<file path="src/rtl/tcall.sv">
module tcall #(
  parameter int K = 2
) (
  input  logic         clk,
  input  logic         rst,
  input  logic [K-1:0] req_lvl,
  input  logic         shr_lvl,
  output logic         mrg_lvl,
  output logic [K-1:0] rsp_lvl,
  output logic         proto_err
);

  logic [K-1:0] req_q;
  logic [K-1:0] sel_q;
  logic         shr_q;
  logic         pend_q;
  logic         hold_q;

  logic [K-1:0] req_ev;
  logic         shr_ev;
  logic         any_req;
  logic         multi_req;
  logic         one_req;
  logic         violation;

  assign req_ev    = req_lvl ^ req_q;
  assign shr_ev    = shr_lvl ^ shr_q;
  assign any_req   = req_ev != '0;
  assign multi_req = (req_ev & (req_ev - K'(1))) != '0;
  assign one_req   = any_req && !multi_req;

  // breaches of the environment contract
  assign violation = multi_req
                   || (pend_q && any_req)
                   || (!pend_q && hold_q && shr_ev);

  always_ff @(posedge clk) begin
    if (rst) begin
      req_q     <= req_lvl;
      shr_q     <= shr_lvl;
      mrg_lvl   <= 1'b0;
      rsp_lvl   <= '0;
      proto_err <= 1'b0;
      pend_q    <= 1'b0;
      hold_q    <= 1'b0;
      sel_q     <= '0;
    end else begin
      req_q <= req_lvl;
      shr_q <= shr_lvl;
      if (violation)
        proto_err <= 1'b1;
      if (pend_q) begin
        if (shr_ev) begin
          rsp_lvl <= rsp_lvl ^ sel_q;
          pend_q  <= 1'b0;
        end
      end else if (one_req) begin
        mrg_lvl <= ~mrg_lvl;
        if (shr_ev || hold_q) begin
          rsp_lvl <= rsp_lvl ^ req_ev;
          hold_q  <= 1'b0;
        end else begin
          pend_q <= 1'b1;
          sel_q  <= req_ev;
        end
      end else if (shr_ev) begin
        hold_q <= 1'b1;
      end
    end
  end

  assert_merge_cause_R2: assert property (@(posedge clk) disable iff (rst)
    (mrg_lvl != $past(mrg_lvl)) |-> $past(!pend_q && req_ev != '0));

  assert_rsp_single_R3: assert property (@(posedge clk) disable iff (rst)
    $onehot0(rsp_lvl ^ $past(rsp_lvl)));

  assert_no_hold_while_pending_R4: assert property (@(posedge clk) disable iff (rst)
    pend_q |-> !hold_q);

  assert_pending_request_flagged_R7: assert property (@(posedge clk) disable iff (rst)
    (pend_q && req_ev != '0) |=> proto_err);

  assert_err_sticky_R9: assert property (@(posedge clk) disable iff (rst)
    proto_err |=> proto_err);

endmodule

</file>
<file path="config.mk">
export PLATFORM = sky130hd
export DESIGN_NAME = tcall
export DESIGN_NICKNAME = d
export VERILOG_FILES = /design/src/rtl/tcall.sv
export SDC_FILE = /design/constraint.sdc
export NUM_CORES = 1
export LEC_CHECK = 0
export ABC_AREA = 1
export ABC_CLOCK_PERIOD_IN_PS = 1630
export BUFFER_PORTS_ARGS = -buffer_cell sky130_fd_sc_hd__buf_4
export CORE_UTILIZATION = 30
export CTS_CLUSTER_SIZE = 20
export DETAILED_ROUTE_END_ITERATION = 6
export GPL_TIMING_DRIVEN = 0
export HOLD_SLACK_MARGIN = 0.1
export PLACE_DENSITY = 0.59
export SLEW_MARGIN = 0
export SYNTH_ARGS = -nofsm -noshare
export SYNTH_HDL_FRONTEND = slang
export SYNTH_SLANG_ARGS = --single-unit
export TNS_END_PERCENT = 30
</file>
<file path="constraint.sdc">
create_clock -name clk -period 1.63 [get_ports clk]
set_clock_uncertainty 0.2 [all_clocks]
set_input_delay 0 -clock clk [delete_from_list [all_inputs] [get_ports clk]]
set_output_delay 0 -clock clk [all_outputs]
set_load 0.02 [all_outputs]
</file>
==> results of run 1 <==
## metal layers
metal / global-route usage [%] / up-vias / wire [um]
met5: 0 / - / 0
met2: 20.0 / 6 / 504
met4: 9.38 / 0 / 19
met3: 4.17 / 2 / 30
li1: - / 251 / -
met1: 17.1 / 212 / 500
## sequential cells by signal (all words and copies together) (netlist names)
register and cells:
shr_q 1, mrg_lvl 1, rsp_lvl 2, req_q 2
sel_q 2, proto_err 1, hold_q 1, pend_q 1
## kinds of logic (layout without fill, tap and decap cells)
| group | count (synthesis) | in the layout |
|---|---|---|
| simple gates | 36 | 36 |
| flops | 11 | 11 |
| buf+inv | 13 | 31 |
| fa+ha+maj | 2 | 2 |
| compound gates | 7 | 7 |
| xor+xnor | 1 | 1 |
## final timing paths
| kind | slack, ps | to |
|---|---|---|
| setup / recovery | 60 | sel_q[0] |
| hold reg to reg | 310 | rsp_lvl[0] |
| setup reg to reg | 60 | sel_q[0] |
| hold / removal | -350 | req_q[1] |
## layout by cell type, fill, tap and decap left out
master and instances:
inv_4 1, dlymetal6s4s_1 2, clkbuf_1 1, nand2_4 2, dfxtp_2 1, ha_1 1
inv_2 1, dfxtp_1 10, a21oi_4 1, dlygate4sd3_1 4, o21ai_0 2, nand3_1 5
nor2_2 1, inv_1 11, nor2_4 1, nor3_1 2, a21oi_2 1, nand2_1 11
buf_4 8, xor2_1 1, clkbuf_4 3, o2111a_1 1, ha_4 1, a21oi_1 2
nand2_2 6, nor2_1 8
## stage by stage
stage	setup WS (ps)	instances	TNS (ps)
after floorplan	114	70	0
after global placement	44.2	94	0
after detailed placement	2.01	94	0
after CTS	22.2	104	0
after global routing	-3.10	104	-3.10
final	64.0	104	0
## power breakdown
group	switching, mW	total, mW	leakage, nW	internal [mW]
sequential	0.0212	0.320	0.0914	0.298
combinational	0.108	0.196	0.255	0.0879
clock	0.0888	0.183	0.0150	0.0946
## layout make-up
| cell class | instances | area share, % |
|---|---|---|
| Clock buffer | 4 | 3.60 |
| Timing Repair Buffer | 14 | 17.1 |
| Tap cell | 16 | 2.74 |
| Inverter | 13 | 7.02 |
| Multi-Input combinational cell | 46 | 39.2 |
| Sequential cell | 11 | 30.3 |
## repair_timing
| item | CTS | global route |
|---|---|---|
| endpoints found under the hold margin | 11 | 3 |
| gates resized for setup | 1 | 12 |
| pin swaps | 0 | 7 |
| hold buffers | 6 | 1 |
| endpoints found under the setup margin | 1 | 4 |
## worst reg2reg max path, cell delays in order, from the launching register on
cell and delay (ps):
dfxtp_2 320, inv_1 60, nand2_2 70, nand2_4 90, inv_2 50, dlygate4sd3_1 550, nor2_1 90, nor2_1 50
==> results by group, run 1 <==
Floorplan
  • Row cnt: 14
  • CORE AREA: 1560 sq um
  • Io pins: 9
  • DIE AREA: 1900 sq um
  • DIE HEIGHT: 43.6 um
  • Initial Util: 33.3%
  • Die width: 43.6 um

Drt
  • Initial DRC count: 6
  • Post-route ant nets: 0
  • # DRC: 1
  • Wirelength, routed: 1060 um
  • Via count: 471
  • Vias per inst: 4.53
  • DR pass1 iterations: 5
  • Routed wire length per instance: 10.2 um

Synth
  • Synth async-reset ratio: 0%
  • Flops & latches, synth: 11
  • Sequential-to-total area share from yosys stat: 42.4%
  • Post-synth EDFFs: 0
  • Synth cell types: 16
  • Yosys top cell area share: 42.4%
  • Post-synthesis xor/xnor area fraction: 1.69%
  • Mapped cell area: 519 sq um
  • Simple-gate area share of the yosys netlist: 31.1%
  • YS warnings: 0
  • Count leader, synth: nand2_1
  • Mean post-synth cell area: 7.42 sq um
  • Synth top cells by count: 15 x nand2_1, 12 x inv_1, 11 x dfxtp_1
  • Largest family of logic cells by synthesized area: simple AND/OR/NAND/NOR gates
  • Mux cell area share after synthesis: 0%
  • Post-Synthesis Cells: 70
  • Cell taking the most area after synthesis: dfxtp_1
  • Adder-cell share of the synthesized area: 4.82%
  • Leading cell types by total area after synthesis: dfxtp_1 42%, nand2_1 11%, inv_1 8.7%
  • Compound-Gate Fraction of Synth Area: 10.1%
  • Most used DFF post-synth: dfxtp_1
  • Net Count, Synth: 77

Hold path
  • Hold Crit Depth: 1
  • Hold path start: req_lvl[1]
  • HP Class: in -> reg

Timing
  • Slew Limit Headroom: 86.5%
  • Final setup vio count: 0
  • Peak Freq: 0.639 GHz
  • Final Hold Vio Count: 1
  • Slew @ Worst Pin: 202 ps
  • Max-slew violations: 0
  • Clock period minus worst slack: 1570 ps
  • Tcrit/Tclk final: 96.1%
  • Worst hold margin: -346 ps
  • RSZ-0062 raised after global routing: true

Pwr
  • IR drop worst, VDD: 475 uV
  • Power Density: 956 nW/um^2
  • P_leak: 0.361 nW
  • Power Total: 0.699 mW

Global route
  • Initial antenna violation count: 0
  • Vias in the first global route: 449
  • First-pass GRT wire length: 1880 um
  • GRT Util Overall: 13.7%
  • Overflow after GRT: 0
  • Largest net degree at the start of global routing: 8

Clock tree
  • Clk slew on worst S/H paths: 70 ps
  • # H-tree levels: 1
  • TritonCTS clock tree: done
  • Post-CTS Repair Setup Buffers: 0
  • Max Root-Sink Buffers: 2
  • Root Driver: clkbuf_4
  • Sink Count: 11
  • Number of CTS-inserted buffers: 3
  • Clk_lat worst skew: 260 ps

Critical path
  • CP arrival: 1520 ps
  • Startpoint Class: flop
  • Worst R2R Start: req_q[0]
  • Cell family with most CP delay: buffers and inverters
  • Largest stage delay, worst path: 550 ps
  • Critical path startpoint: req_q[0]
  • Setup crit end kind: flop
  • CP max-delay cell: dlygate4sd3_1
  • Stages on the worst setup path: 7
  • Critical path required time: 1590 ps
  • Worst r2r path cells: 7
  • Worst Path Buf+Inv: 3
  • CP max FO: 2
  • Cell mode on critical path: nor2_1
  • Crit path cell chain: inv_1 -> nand2_2 -> nand2_4 -> inv_2 -> dlygate4sd3_1 -> nor2_1 -> nor2_1
  • Crit Path Category: reg -> reg

Placement
  • Placed Area: 599 sq um
  • Routability cong.: 0.737
  • Post-DP HPWL: 700 um
  • I/O Buffers: 8

Finish
  • Synth-to-layout area growth: 40.7%
  • Design area: 731 sq um
  • Register area: 221 sq um
  • Fraction of layout cells with a size suffix above 1: 30.7%
  • Fin util: 46.9%
  • Area of the multi-input gates: 287 sq um
  • Filler cells: 162
  • N_diodes: 0
  • Final nets: 96

Outcome
  • Status: finished, violations left
  • Violated checks: DRC, hold timing

Run
  • Maximum Capacitance Violations: 0
No activity file was read; power rests on OpenSTA's default activity.
==> run 2, diff against run 1 <==
ABC_CLOCK_PERIOD_IN_PS = 1700   (was 1630)
CTS_BUF_LIST = sky130_fd_sc_hd__clkbuf_8   (was not set)
GPL_TIMING_DRIVEN = 1   (was 0)
PLACE_DENSITY = 0.57   (was 0.59)
clock period = 1.7 ns   (was 1.63 ns; I/O delays follow)
==> results by group, run 2 (synthesized netlist as in run 1, its figures left out) <==
Clock tree
  • Post-CTS Repair Setup Buffers: 0
  • Max Root-Sink Buffers: 2
  • Root Driver: clkbuf_8
  • Clk_lat worst skew: 230 ps
  • # H-tree levels: 1
  • Sink Count: 11
  • Clk slew on worst S/H paths: 50 ps
  • Number of CTS-inserted buffers: 3
  • TritonCTS clock tree: done

Floorplan
  • Initial Util: 33.3%
  • Row cnt: 14
  • Io pins: 9
  • DIE HEIGHT: 43.6 um
  • CORE AREA: 1560 sq um
  • DIE AREA: 1900 sq um
  • Die width: 43.6 um

Global route
  • Initial antenna violation count: 0
  • First-pass GRT wire length: 1800 um
  • Largest net degree at the start of global routing: 8
  • Overflow after GRT: 0
  • GRT Util Overall: 12.8%
  • Vias in the first global route: 446

Outcome
  • Violated checks: DRC
  • Status: finished, violations left

Pwr
  • Power Density: 995 nW/um^2
  • Power Total: 0.739 mW
  • Seq pwr share: 41.6%
  • Combinational share of power: 24.6%
  • Clock power frac: 33.8%
  • Switching Power: 0.211 mW
  • P_leak: 0.366 nW
  • IR drop worst, VDD: 382 uV
  • Int Pwr: 0.528 mW
  • Switch share: 28.5%

Timing
  • Tcrit/Tclk final: 95.1%
  • Setup TNS: 0 ps
  • Final setup vio count: 0
  • Peak Freq: 0.619 GHz
  • RSZ-0062 raised after global routing: false
  • Clock period minus worst slack: 1620 ps
  • Final Hold Vio Count: 0
  • Max-slew violations: 0
  • Slew Limit Headroom: 86.5%
  • Slew @ Worst Pin: 202 ps
  • Worst hold margin: 69.4 ps

Critical path
  • Startpoint Class: flop
  • Crit Path Category: reg -> reg
  • Worst R2R Start: req_q[1]
  • CP max FO: 2
  • CP arrival: 1540 ps
  • Cell family with most CP delay: buffers and inverters
  • Critical path required time: 1630 ps
  • Setup slack, reg-to-reg: 80 ps
  • Largest stage delay, worst path: 560 ps
  • Worst r2r path cells: 7
  • CP max-delay cell: dlygate4sd3_1
  • Stages on the worst setup path: 7
  • Critical path startpoint: req_q[1]
  • Setup crit end: rsp_lvl[1]
  • Worst Path Buf+Inv: 1
  • Cell mode on critical path: nand2_1
  • Crit path cell chain: nand2_1 -> dlygate4sd3_1 -> nand3_1 -> nand2_1 -> nand3_1 -> nand2_1 -> nor2_1
  • Setup crit end kind: flop
  • Critical R2R Capture: rsp_lvl[1]

Run
  • Maximum Capacitance Violations: 0

Finish
  • Fin util: 47.7%
  • Synth-to-layout area growth: 43.1%
  • Commonest non-fill, non-tap cell in the layout: inv_1
  • Top flop regs: req_q (2), rsp_lvl (2), sel_q (2)
  • Final nets: 97
  • Leading cell types in the layout, fill and taps excluded: 13 x inv_1, 12 x nand2_1, 10 x dfxtp_1
  • Fraction of layout cells with a size suffix above 1: 27.0%
  • Filler cells: 159
  • N_diodes: 0

Drt
  • # DRC: 1
  • Vias per inst: 4.42
  • Via count: 464
  • Wirelength, routed: 1020 um
  • Routed wire length per instance: 9.72 um
  • Initial DRC count: 5
  • DR pass1 iterations: 6
  • Post-route ant nets: 0

Placement
  • Post-DP HPWL: 693 um
  • I/O Buffers: 8
  • Routability cong.: 0.746

Hold path
  • HP Class: in -> reg
[run 2: cell types whose count changed in the layout (fill, tap and decap cells not counted), sizes merged]
cell,before,now
dlymetal6s4s,2,0
clkbuf,4,3
inv,13,14
dlygate4sd3,4,7
[run 2: stage by stage]
stage	cells	instance area, sq um	setup WS, ps
2_1_floorplan	70	519	184
3_3_place_gp	94	599	118
3_5_place_dp	94	599	80.0
4_1_cts	106	724	14.0
5_1_grt	105	743	3.29
6_report	105	743	83.5
[run 2: layout make-up]
type / instances / area [sq um] / area share (%)
multi-input combinational: 46 / 275 / 37.0
inverter: 13 / 51.3 / 6.90
timing repair buffer: 15 / 130 / 17.5
clock buffer: 3 / 41.3 / 5.56
clock inverter: 1 / 3.75 / 0.505
sequential: 11 / 221 / 29.8
tap: 16 / 20.0 / 2.69
[run 2: worst register-to-register path, stage by stage (launching register included)]
cell	delay (ps)
dfxtp_2	310
nand2_1	80
dlygate4sd3_1	560
nand3_1	80
nand2_1	90
nand3_1	90
nand2_1	70
nor2_1	30
[run 2: metal layers]
layer,GRT usage [%],routed length (um),vias to the layer above
met5,0,0,-
met4,7.50,19,0
met3,3.75,40,2
met2,18.8,464,10
met1,16.6,496,200
li1,-,-,252
[run 2: repair_timing]
item                                    CTS  global route
gates resized for setup                   0             7
hold endpoints to repair                 11             0
hold buffers                              8             0
endpoints found under the setup margin    0             4
[run 2: worst min path at each step]
stage,slack (ps),from,end,cells after the start
after detailed placement,-80,shr_lvl,shr_q,1
final,70,req_lvl[1],sel_q[1],6
after global placement,-80,req_lvl[0],req_q[0],1
after CTS,100,req_lvl[0],rsp_lvl[0],7
after global routing,130,req_lvl[1],sel_q[1],6
after floorplan,-170,req_lvl[0],req_q[0],0
[run 2: power by group through the flow]
stage | sequential, mW | clock, mW | combinational [mW]
5_1_grt | 0.313 | 0.275 | 0.203
6_report | 0.308 | 0.250 | 0.182
2_1_floorplan | 0.327 | 0 | 0.0908
4_1_cts | 0.307 | 0.265 | 0.171
3_3_place_gp | 0.312 | 0 | 0.153
3_5_place_dp | 0.312 | 0 | 0.154
